$ cat src/rtl/rxr_pkg.sv
package rxr_pkg;
  typedef enum logic [1:0] {
    RX_IDLE = 2'd0,
    RX_HDR  = 2'd1,
    RX_PAY  = 2'd2,
    RX_TRL  = 2'd3
  } rxr_state_e;

  // ring size = 2^(base_log2 + code); return size - 1
  function automatic logic [31:0] ring_mask_f(input int base_log2, input logic [1:0] code);
    ring_mask_f = (32'd1 << (base_log2 + int'(code))) - 32'd1;
  endfunction
endpackage

$ cat src/rtl/rxr_space.sv
module rxr_space #(
  parameter int PTR_W = 16,
  parameter int LEN_W = 16
) (
  input  logic [PTR_W-1:0] ring_mask,
  input  logic [PTR_W-1:0] wr_ptr,
  input  logic [PTR_W-1:0] rd_ptr,
  input  logic [LEN_W-1:0] frm_len,
  output logic             empty,
  output logic             drop
);
  localparam int CW = ((LEN_W > PTR_W) ? LEN_W : PTR_W) + 1;

  logic [PTR_W-1:0] free_sp;
  logic [PTR_W-1:0] unread;
  logic [CW-1:0]    need;
  logic [CW-1:0]    room;

  always_comb begin
    free_sp = (rd_ptr - wr_ptr) & ring_mask;
    unread  = (wr_ptr - rd_ptr) & ring_mask;
    empty   = (unread == '0);
    need    = CW'(frm_len) + CW'(8);
    room    = CW'(free_sp);
    drop    = (free_sp != '0) && (need >= room);
  end
endmodule

$ cat src/rtl/rxr_seq.sv
module rxr_seq
  import rxr_pkg::*;
#(
  parameter int PTR_W = 16,
  parameter int LEN_W = 16
) (
  input  logic             clk,
  input  logic             rst_n,
  input  logic [PTR_W-1:0] ring_mask,
  input  logic             ptr_clr,
  input  logic             frm_valid,
  input  logic [LEN_W-1:0] frm_len,
  input  logic             drop,
  output logic             frm_ready,
  input  logic             in_valid,
  input  logic [7:0]       in_data,
  output logic             in_ready,
  output logic             mem_we,
  output logic [PTR_W-1:0] mem_addr,
  output logic [7:0]       mem_wdata,
  output logic [PTR_W-1:0] wr_ptr,
  output logic             done,
  output logic             drop_evt
);
  rxr_state_e       st_q, st_d;
  logic [LEN_W-1:0] cnt_q, cnt_d;
  logic [LEN_W-1:0] len_q, len_d;
  logic [PTR_W-1:0] wr_q, wr_d;
  logic [PTR_W-1:0] step;
  logic [PTR_W-1:0] plus4;
  logic [PTR_W-1:0] aligned;
  logic [15:0]      hlen;
  logic [7:0]       hdr_byte;

  always_comb begin
    hlen = 16'(len_q) + 16'd4;
    case (cnt_q[1:0])
      2'd0:    hdr_byte = 8'h01;
      2'd1:    hdr_byte = 8'h00;
      2'd2:    hdr_byte = hlen[7:0];
      default: hdr_byte = hlen[15:8];
    endcase
    step    = (wr_q + PTR_W'(1)) & ring_mask;
    plus4   = wr_q + PTR_W'(4);
    aligned = {plus4[PTR_W-1:2], 2'b00} & ring_mask;
  end

  always_comb begin
    st_d      = st_q;
    cnt_d     = cnt_q;
    len_d     = len_q;
    wr_d      = wr_q;
    done      = 1'b0;
    drop_evt  = 1'b0;
    mem_we    = 1'b0;
    mem_wdata = 8'h00;
    frm_ready = (st_q == RX_IDLE);
    in_ready  = (st_q == RX_PAY);
    case (st_q)
      RX_IDLE: begin
        if (frm_valid) begin
          if (drop) begin
            drop_evt = 1'b1;
          end else begin
            len_d = frm_len;
            cnt_d = '0;
            st_d  = RX_HDR;
          end
        end
      end
      RX_HDR: begin
        mem_we    = 1'b1;
        mem_wdata = hdr_byte;
        wr_d      = step;
        cnt_d     = cnt_q + LEN_W'(1);
        if (cnt_q == LEN_W'(3)) begin
          cnt_d = '0;
          st_d  = (len_q == '0) ? RX_TRL : RX_PAY;
        end
      end
      RX_PAY: begin
        if (in_valid) begin
          mem_we    = 1'b1;
          mem_wdata = in_data;
          wr_d      = step;
          cnt_d     = cnt_q + LEN_W'(1);
          if ((cnt_q + LEN_W'(1)) == len_q) begin
            cnt_d = '0;
            st_d  = RX_TRL;
          end
        end
      end
      default: begin
        mem_we = 1'b1;
        wr_d   = step;
        cnt_d  = cnt_q + LEN_W'(1);
        if (cnt_q == LEN_W'(3)) begin
          cnt_d = '0;
          wr_d  = aligned;
          done  = 1'b1;
          st_d  = RX_IDLE;
        end
      end
    endcase
    if (ptr_clr) wr_d = '0;
  end

  always_ff @(posedge clk or negedge rst_n) begin
    if (!rst_n) begin
      st_q  <= RX_IDLE;
      cnt_q <= '0;
      len_q <= '0;
      wr_q  <= '0;
    end else begin
      st_q  <= st_d;
      cnt_q <= cnt_d;
      len_q <= len_d;
      wr_q  <= wr_d;
    end
  end

  assign mem_addr = wr_q;
  assign wr_ptr   = wr_q;
endmodule

$ cat src/rtl/rxr_flags.sv
module rxr_flags #(
  parameter int MISS_W = 16
) (
  input  logic              clk,
  input  logic              rst_n,
  input  logic              done,
  input  logic              drop_evt,
  input  logic [1:0]        irq_clr,
  output logic              irq_rx_ok,
  output logic              irq_ovf,
  output logic [MISS_W-1:0] missed_cnt
);
  logic              ok_q, ok_d;
  logic              ovf_q, ovf_d;
  logic [MISS_W-1:0] miss_q, miss_d;

  always_comb begin
    ok_d   = (ok_q & ~irq_clr[0]) | done;
    ovf_d  = (ovf_q & ~irq_clr[1]) | drop_evt;
    miss_d = miss_q;
    if (drop_evt && (miss_q != '1)) miss_d = miss_q + MISS_W'(1);
  end

  always_ff @(posedge clk or negedge rst_n) begin
    if (!rst_n) begin
      ok_q   <= 1'b0;
      ovf_q  <= 1'b0;
      miss_q <= '0;
    end else begin
      ok_q   <= ok_d;
      ovf_q  <= ovf_d;
      miss_q <= miss_d;
    end
  end

  assign irq_rx_ok  = ok_q;
  assign irq_ovf    = ovf_q;
  assign missed_cnt = miss_q;
endmodule

$ cat src/rtl/rxring_writer.sv
module rxring_writer
  import rxr_pkg::*;
#(
  parameter int PTR_W    = 16,
  parameter int LEN_W    = 16,
  parameter int MISS_W   = 16,
  parameter int MIN_LOG2 = 13
) (
  input  logic              clk,
  input  logic              rst_n,
  input  logic              size_we,
  input  logic [1:0]        size_code,
  input  logic              rd_we,
  input  logic [PTR_W-1:0]  rd_wdata,
  input  logic              frm_valid,
  input  logic [LEN_W-1:0]  frm_len,
  output logic              frm_ready,
  input  logic              in_valid,
  input  logic [7:0]        in_data,
  output logic              in_ready,
  output logic              mem_we,
  output logic [PTR_W-1:0]  mem_addr,
  output logic [7:0]        mem_wdata,
  output logic [PTR_W-1:0]  wr_ptr,
  output logic              buf_empty,
  input  logic [1:0]        irq_clr,
  output logic              irq_rx_ok,
  output logic              irq_ovf,
  output logic [MISS_W-1:0] missed_cnt
);
  logic [1:0]       size_q, size_d;
  logic [PTR_W-1:0] rd_q, rd_d;
  logic [PTR_W-1:0] ring_mask;
  logic             drop;
  logic             done;
  logic             drop_evt;

  always_comb begin
    size_d = size_q;
    rd_d   = rd_q;
    if (rd_we) rd_d = rd_wdata;
    if (size_we) begin
      size_d = size_code;
      rd_d   = '0;
    end
    ring_mask = PTR_W'(ring_mask_f(MIN_LOG2, size_q));
  end

  always_ff @(posedge clk or negedge rst_n) begin
    if (!rst_n) begin
      size_q <= 2'd0;
      rd_q   <= '0;
    end else begin
      size_q <= size_d;
      rd_q   <= rd_d;
    end
  end

  rxr_space #(.PTR_W(PTR_W), .LEN_W(LEN_W)) u_space (
    .ring_mask (ring_mask),
    .wr_ptr    (wr_ptr),
    .rd_ptr    (rd_q),
    .frm_len   (frm_len),
    .empty     (buf_empty),
    .drop      (drop)
  );

  rxr_seq #(.PTR_W(PTR_W), .LEN_W(LEN_W)) u_seq (
    .clk       (clk),
    .rst_n     (rst_n),
    .ring_mask (ring_mask),
    .ptr_clr   (size_we),
    .frm_valid (frm_valid),
    .frm_len   (frm_len),
    .drop      (drop),
    .frm_ready (frm_ready),
    .in_valid  (in_valid),
    .in_data   (in_data),
    .in_ready  (in_ready),
    .mem_we    (mem_we),
    .mem_addr  (mem_addr),
    .mem_wdata (mem_wdata),
    .wr_ptr    (wr_ptr),
    .done      (done),
    .drop_evt  (drop_evt)
  );

  rxr_flags #(.MISS_W(MISS_W)) u_flags (
    .clk        (clk),
    .rst_n      (rst_n),
    .done       (done),
    .drop_evt   (drop_evt),
    .irq_clr    (irq_clr),
    .irq_rx_ok  (irq_rx_ok),
    .irq_ovf    (irq_ovf),
    .missed_cnt (missed_cnt)
  );
endmodule

$ cat config.mk
export PLATFORM = sky130hd
export DESIGN_NAME = rxring_writer
export DESIGN_NICKNAME = d
export VERILOG_FILES = /design/src/rtl/rxr_pkg.sv /design/src/rtl/rxr_space.sv /design/src/rtl/rxr_seq.sv /design/src/rtl/rxr_flags.sv /design/src/rtl/rxring_writer.sv
export SDC_FILE = /design/constraint.sdc
export NUM_CORES = 1
export LEC_CHECK = 0
export BUFFER_PORTS_ARGS = -buffer_cell sky130_fd_sc_hd__buf_2
export CAP_MARGIN = 20
export CORE_UTILIZATION = 40
export CTS_BUF_LIST = sky130_fd_sc_hd__clkbuf_4 sky130_fd_sc_hd__clkbuf_8
export DETAILED_ROUTE_END_ITERATION = 8
export SYNTH_ARGS = -nofsm -noshare
export SYNTH_HDL_FRONTEND = slang
export SYNTH_HIERARCHICAL = 1
export SYNTH_SLANG_ARGS = --single-unit
$ cat constraint.sdc
create_clock -name clk -period 4.95 [get_ports clk]
set_input_delay 0.7425 -clock clk [delete_from_list [all_inputs] [get_ports clk]]
set_output_delay 0.7425 -clock clk [all_outputs]
set_load 0.01 [all_outputs]
==> flow_metrics.tcl, run 1 <==
set metrics [dict create \
    fmax_mhz 214 \
    clock-sinks 86 \
    die_area_um2 20200 \
    total_power_w 0.00197 \
    highest_layer "met4" \
    layout-drive-gt1-share_pct 21.0 \
    yosysTopAreaCell "dfrtp_1" \
    criticalPathCategory "register to register" \
    critPathTopFamily "simple AND/OR/NAND/NOR gates" \
    rows 50 \
    power.switching_w 0.000744 \
    num_vias 7047 \
    gp_congestion 0.870 \
    crit_arrival_ns 4.96 \
    timing.rr.start "rd_q[0]" \
    ys.flop_type "dfrtp_1" \
    whs_ns 0.343 \
    start_kind "register" \
    cts.repair.resized 0 \
    synthDistinctLibCells 81 \
    critPathRequiredTime_ns 5.23 \
    slowest_delay_ns 0.41 \
    clkTransAtPathRegs_ns 0.10 \
    route.met2.wl_um 10600 \
    ioPinCount 112 \
    die-height_um 142 \
    via_per_inst 5.44 \
    dp.cells 1279 \
    dp_hpwl_um 17100 \
    tightest_slew_ns 0.760 \
    ant_nets 0 \
    fin_skew_ns 0.0168 \
    cts_made_buffers 9 \
    vdd_drop_max_v 0.000137 \
    initial_core_util_pct 41.4 \
    grt_setup_unrepaired "true" \
    areaGrowthSynthToFinish_pct 12.8 \
    fin_cells 1295 \
    synth_seq_area_share_pct 27.4 \
    slew-limit-headroom_pct 49.4 \
    h-tree-depth 3 \
    core_um2 19000 \
    synth_edf_count 0 \
    cap_violations 0 \
    cts_tree "built" \
    crit_chain "inv_1 > ha_1 > inv_1 > fa_1 > a21o_1 > and4_4 > o21ai_2 > nand2_1 > a211oi_1 > mux2_2 > ha_1 > nand4_1 > nor4_1 > a311oi_1 > o21a_1 > a41oi_2 > and3_4 > nand4_1 > nor2_1 > buf_4 > and3_1 > mux2_2" \
    clkPwrFrac_pct 24.5 \
    synthArstFlopShare_pct 100 \
    drt-wirelength-per-cell_um 17.0 \
    setup_violations 0 \
    grt_pass1_wl_um 35400 \
    power.internal_w 0.00123 \
    status "finished clean" \
    wl_met1_um 10500 \
    synth_area_leaders "dfrtp_1 (27%), ha_1 (9.9%), xnor2_1 (6.0%)" \
    clockBufferDepth 2 \
    finalWirelength_um 22000 \
    io_buffers 111 \
    hold_path_class "primary input to asynchronous set/reset pin" \
    critPathBufInv 3 \
    swShare_pct 37.7 \
    slowest_stage "dfrtp_1" \
    n_fill_cell 1918 \
    n_antenna_cell 0 \
    final_common_cell "buf_2" \
    antenna_found_initial 0 \
    postLayoutCellArea_um2 8870 \
    timing_hold_violations_final 0 \
    crit_path_end_kind "register" \
    ys_warn_count 6 \
    grt_usage_pct 22.4 \
    dpl_cell_area_um2 8660 \
    postCtsHoldBufs 0 \
    rr_worst_depth 22 \
    crit_fanout 7 \
    route.detailed.drc 0 \
    drtIter0Drc 381 \
    layout_common_cells "buf_2 (110), nand2_1 (89), dfrtp_1 (86)" \
    power.density_nw_per_um2 222 \
    r2r_end "u_flags/missed_cnt[8]" \
    slew_viol_final 0 \
    p_comb_share_pct 32.5 \
    fp.dieW_um 142 \
    p_seq_share_pct 43.0 \
    first_pass_iters 5 \
    clkLatencyLatePin_ns 0.38 \
    fin_crit_sh_pct 94.5 \
    grt.overflow.total 0 \
    cts_root_buffer "clkbuf_8" \
    final.min_clock_period_ns 4.68 \
    cts_setup_buffers 0 \
    r2r_slack_ns 0.27 \
    synth_area_um2 7870 \
    nets 1144 \
    syn_avg_cell_area_um2 8.50 \
    postLayoutCoreUtil_pct 46.6 \
    p_leak_nw 4.17 \
    syn_inst 925 \
    yosysTopAreaCellShare_pct 27.4 \
    wl_met3_um 721 \
    grt_pass1_vias 6664 \
    grt_max_degree 51 \
    yosys_register_bits 86 \
]
power groups by stage:
stage | Combinational, W | Clock, W | Sequential, W
6_report | 0.000641 | 0.000483 | 0.000847
5_1_grt | 0.000716 | 0.000529 | 0.000858
4_1_cts | 0.000632 | 0.000502 | 0.000843
3_5_place_dp | 0.000627 | 0 | 0.000856
3_3_place_gp | 0.000622 | 0 | 0.000857
2_1_floorplan | 0.000536 | 0 | 0.000786
kinds of logic after synthesis:
family | after synthesis | share of synthesized area (%)
xor+xnor | 79 | 8.80
mux | 48 | 6.54
simple gates | 333 | 21.9
buf+inv | 123 | 7.51
other cells | 1 | 0.0477
flops | 86 | 27.4
fa+ha+maj | 64 | 10.4
compound gates | 191 | 17.5
cells in the mapped netlist (24+ instances only):
library cell  number
nand4_1           25
xor2_1            25
nand3_1           30
clkbuf_1          28
nand2_1           89
nor2_1            71
a21oi_1           35
inv_1             56
dfrtp_1           86
ha_1              62
mux2i_1           24
o21ai_0           35
xnor2_1           54
how the worst max path moves through the flow:
stage	from	cells after the start	slack, ns	to
4_1_cts	rd_q[0]	22	0.18	u_flags/missed_cnt[8]
3_5_place_dp	rd_q[0]	22	0.22	u_flags/missed_cnt[8]
6_report	rd_q[0]	22	0.27	u_flags/missed_cnt[8]
3_3_place_gp	rd_q[0]	22	0.30	u_flags/missed_cnt[8]
5_1_grt	rd_q[0]	22	-0.06	u_seq/st_q[0]
2_1_floorplan	u_seq/mem_addr[0]	22	0.32	u_flags/missed_cnt[8]
per-layer routing:
metal  up-vias  global-route usage (%)
met4         0                    5.09
met2       145                    38.1
li1       3489                       -
met3        15                    2.86
met5         -                       0
met1      3398                    30.2
through the flow:
step	TNS (ns)	setup slack, ns
finish	0	0.270
global route	-0.190	-0.0604
CTS	0	0.183
detailed placement	0	0.221
global placement	0	0.301
floorplan	0	0.319
sequential cells by signal (all words and copies together) (netlist names):
register and flops:
u_seq/cnt_q 16, u_flags/missed_cnt 16, u_flags/irq_ovf 1, u_seq/st_q 2, size_q 2, u_flags/irq_rx_ok 1, u_seq/len_q 16, rd_q 16
u_seq/mem_addr 16
layout make-up:
type / instances / area, um^2 / area share [%]
Multi-Input combinational cell: 737 / 5230 / 59.0
Sequential cell: 86 / 2150 / 24.3
Timing Repair Buffer: 139 / 768 / 8.66
Tap cell: 260 / 325 / 3.67
Inverter: 57 / 214 / 2.41
Clock buffer: 10 / 138 / 1.55
Clock inverter: 6 / 43.8 / 0.494
Power figures use the tool's default switching activity.
==> run 2: changes to the inputs <==
--- a/config.mk
+++ b/config.mk
@@ -7,6 +7,7 @@
 export LEC_CHECK = 0
 export BUFFER_PORTS_ARGS = -buffer_cell sky130_fd_sc_hd__buf_2
 export CAP_MARGIN = 20
+export CORE_ASPECT_RATIO = 1.1
 export CORE_UTILIZATION = 40
 export CTS_BUF_LIST = sky130_fd_sc_hd__clkbuf_4 sky130_fd_sc_hd__clkbuf_8
 export DETAILED_ROUTE_END_ITERATION = 8
==> run 2 against run 1 <==
- critical path type unchanged
- final cell count is 1.0% lower
- combinational power is 0.9% lower
- fmax is 0.70% higher
- via count hardly changed
- setup slack better by 0.032 ns
- routed wire length is 2.7% lower
- first-iteration DRC count is 2.6% lower
- hold slack better by 0.0064 ns
- sequential power is 0.5% lower
==> flow_metrics.tcl, run 2 (same netlist as run 1, synthesis figures left out) <==
set metrics [dict create \
    tightest_slew_ns 0.850 \
    p_seq_share_pct 42.8 \
    slowest_stage "dfrtp_1" \
    slowest_delay_ns 0.41 \
    fin_tns_setup_ns 0 \
    route.detailed.drc 0 \
    setup_violations 0 \
    core_um2 19200 \
    fin_crit_sh_pct 93.9 \
    grt_pass1_vias 6706 \
    antenna_found_initial 0 \
    crit_arrival_ns 4.95 \
    clkTransAtPathRegs_ns 0.09 \
    ant_nets 0 \
    cp_common_cell "a21o_1" \
    die_area_um2 20200 \
    h-tree-depth 3 \
    io_buffers 111 \
    place_ws_ns 0.215 \
    drtIter0Drc 371 \
    layout_common_cells "buf_2 (110), nand2_1 (89), dfrtp_1 (86)" \
    cts_root_buffer "clkbuf_8" \
    postCtsHoldBufs 0 \
    rows 53 \
    areaGrowthSynthToFinish_pct 12.6 \
    via_per_inst 5.49 \
    n_antenna_cell 0 \
    first_pass_iters 4 \
    power.internal_w 0.00125 \
    p_leak_nw 4.18 \
    vdd_drop_max_v 0.000120 \
    slew_viol_final 0 \
    timing_hold_violations_final 0 \
    swShare_pct 36.6 \
    final.min_clock_period_ns 4.65 \
    final_common_cell "buf_2" \
    criticalPathCategory "register to register" \
    clockBufferDepth 2 \
    cap_violations 0 \
    grt_pass1_wl_um 34500 \
    fin_skew_ns 0.0118 \
    p_comb_share_pct 32.2 \
    slew-limit-headroom_pct 43.3 \
    grt.overflow.total 0 \
    num_vias 7042 \
    initial_core_util_pct 41.0 \
    nets 1144 \
    hold_path_class "primary input to asynchronous set/reset pin" \
    finalWorstSetupSlack_ns 0.302 \
    power.switching_w 0.000721 \
    crit_fanout 16 \
    grt_usage_pct 21.8 \
    critPathTopFamily "compound AO/OA/AOI/OAI gates" \
    critPathRequiredTime_ns 5.25 \
    fmax_mhz 215 \
    postLayoutCoreUtil_pct 46.2 \
    cts_tree "built" \
    die-height_um 149 \
    seq_area_um2 2150 \
    clkLatencyLatePin_ns 0.38 \
    multi_input_area_um2 5230 \
    fp.dieW_um 136 \
    clkPwrFrac_pct 25.0 \
    clock-sinks 86 \
    power.density_nw_per_um2 222 \
    n_fill_cell 1899 \
    crit_chain "ha_1 > or2_2 > o221a_2 > o311ai_2 > nand2_1 > a21oi_1 > xnor2_1 > nand2_1 > ha_1 > a21o_1 > a21o_1 > a21oi_1 > o2111ai_1 > a311oi_1 > o21a_1 > a41oi_2 > nand2b_1 > a21o_1 > buf_4 > nor4_1 > o21ai_0 > o211ai_1" \
    crit_path_end_kind "register" \
    start_kind "register" \
    drt-wirelength-per-cell_um 16.7 \
    critPathBufInv 1 \
    grt_max_degree 45 \
    layout-drive-gt1-share_pct 20.9 \
    gp_congestion 0.886 \
    cts_made_buffers 9 \
    finalWirelength_um 21500 \
    ioPinCount 112 \
    status "finished clean" \
    dp_hpwl_um 16400 \
]
==> run 2: cell count changes in the layout (fill, tap and decap cells not counted), sizes merged <==
cell	delta
clkbuf	+3
clkinvlp	-1
inv	-2
==> run 2: power groups by stage <==
stage,Sequential (W),Combinational (W),Clock [W]
6_report,0.000843,0.000635,0.000492
3_3_place_gp,0.000854,0.000616,0
2_1_floorplan,0.000786,0.000536,0
5_1_grt,0.000852,0.000709,0.000529
4_1_cts,0.000840,0.000625,0.000505
3_5_place_dp,0.000853,0.000621,0
==> run 2: cell type report <==
cell class | count | area share, %
timing repair buffer | 139 | 8.67
multi-input combinational | 737 | 59.1
tap | 247 | 3.49
sequential | 86 | 24.3
clock buffer | 13 | 1.88
clock inverter | 3 | 0.212
inverter | 57 | 2.41
==> run 2: per-layer routing <==
metal | wire length [um] | vias to the layer above | GRT usage, %
met5 | 0 | - | 0
met4 | 574 | 0 | 9.10
li1 | - | 3476 | -
met1 | 9500 | 3359 | 27.9
met2 | 10600 | 170 | 37.1
met3 | 777 | 37 | 2.38
==> run 2: through the flow <==
stage	power (W)	hold WS, ns	std cells	instance area [um^2]
global placement	0.00147	0.455	1264	8630
finish	0.00197	0.349	1282	8860
CTS	0.00197	0.354	1280	8820
floorplan	0.00132	0.447	946	7950
global route	0.00209	0.381	1282	8860
detailed placement	0.00147	0.464	1264	8630
==> run 2: worst register-to-register path: stages, from the launching register on <==
cell       delay [ns]
dfrtp_1          0.41
ha_1             0.23
or2_2            0.31
o221a_2          0.28
o311ai_2         0.25
nand2_1          0.11
a21oi_1          0.18
xnor2_1          0.14
nand2_1          0.13
ha_1             0.22
a21o_1           0.17
a21o_1           0.16
a21oi_1          0.18
o2111ai_1        0.14
a311oi_1         0.27
o21a_1           0.19
a41oi_2          0.05
nand2b_1         0.19
a21o_1           0.24
buf_4            0.21
nor4_1           0.26
o21ai_0          0.12
o211ai_1         0.12
==> run 2: path summary, 6_finish.rpt <==
check                                endpoint  slack [ns]       startpoint  cells after the start
hold reg to reg               u_flags/irq_ovf        0.48  u_flags/irq_ovf                      1
setup / recovery               u_seq/cnt_q[8]        0.30          rd_q[2]                     22
hold / removal                 u_seq/cnt_q[4]        0.35            rst_n                      1
max in group asynchronous  u_seq/mem_addr[11]        3.60            rst_n                      2
min in group clk              u_flags/irq_ovf        0.48  u_flags/irq_ovf                      1
setup reg to reg               u_seq/cnt_q[8]        0.30          rd_q[2]                     22
==> run 2: what timing repair did <==
action / in CTS / in global routing
resized for setup: 0 / 6
setup endpoints to repair: 0 / 11
buffers inserted: 0 / 2
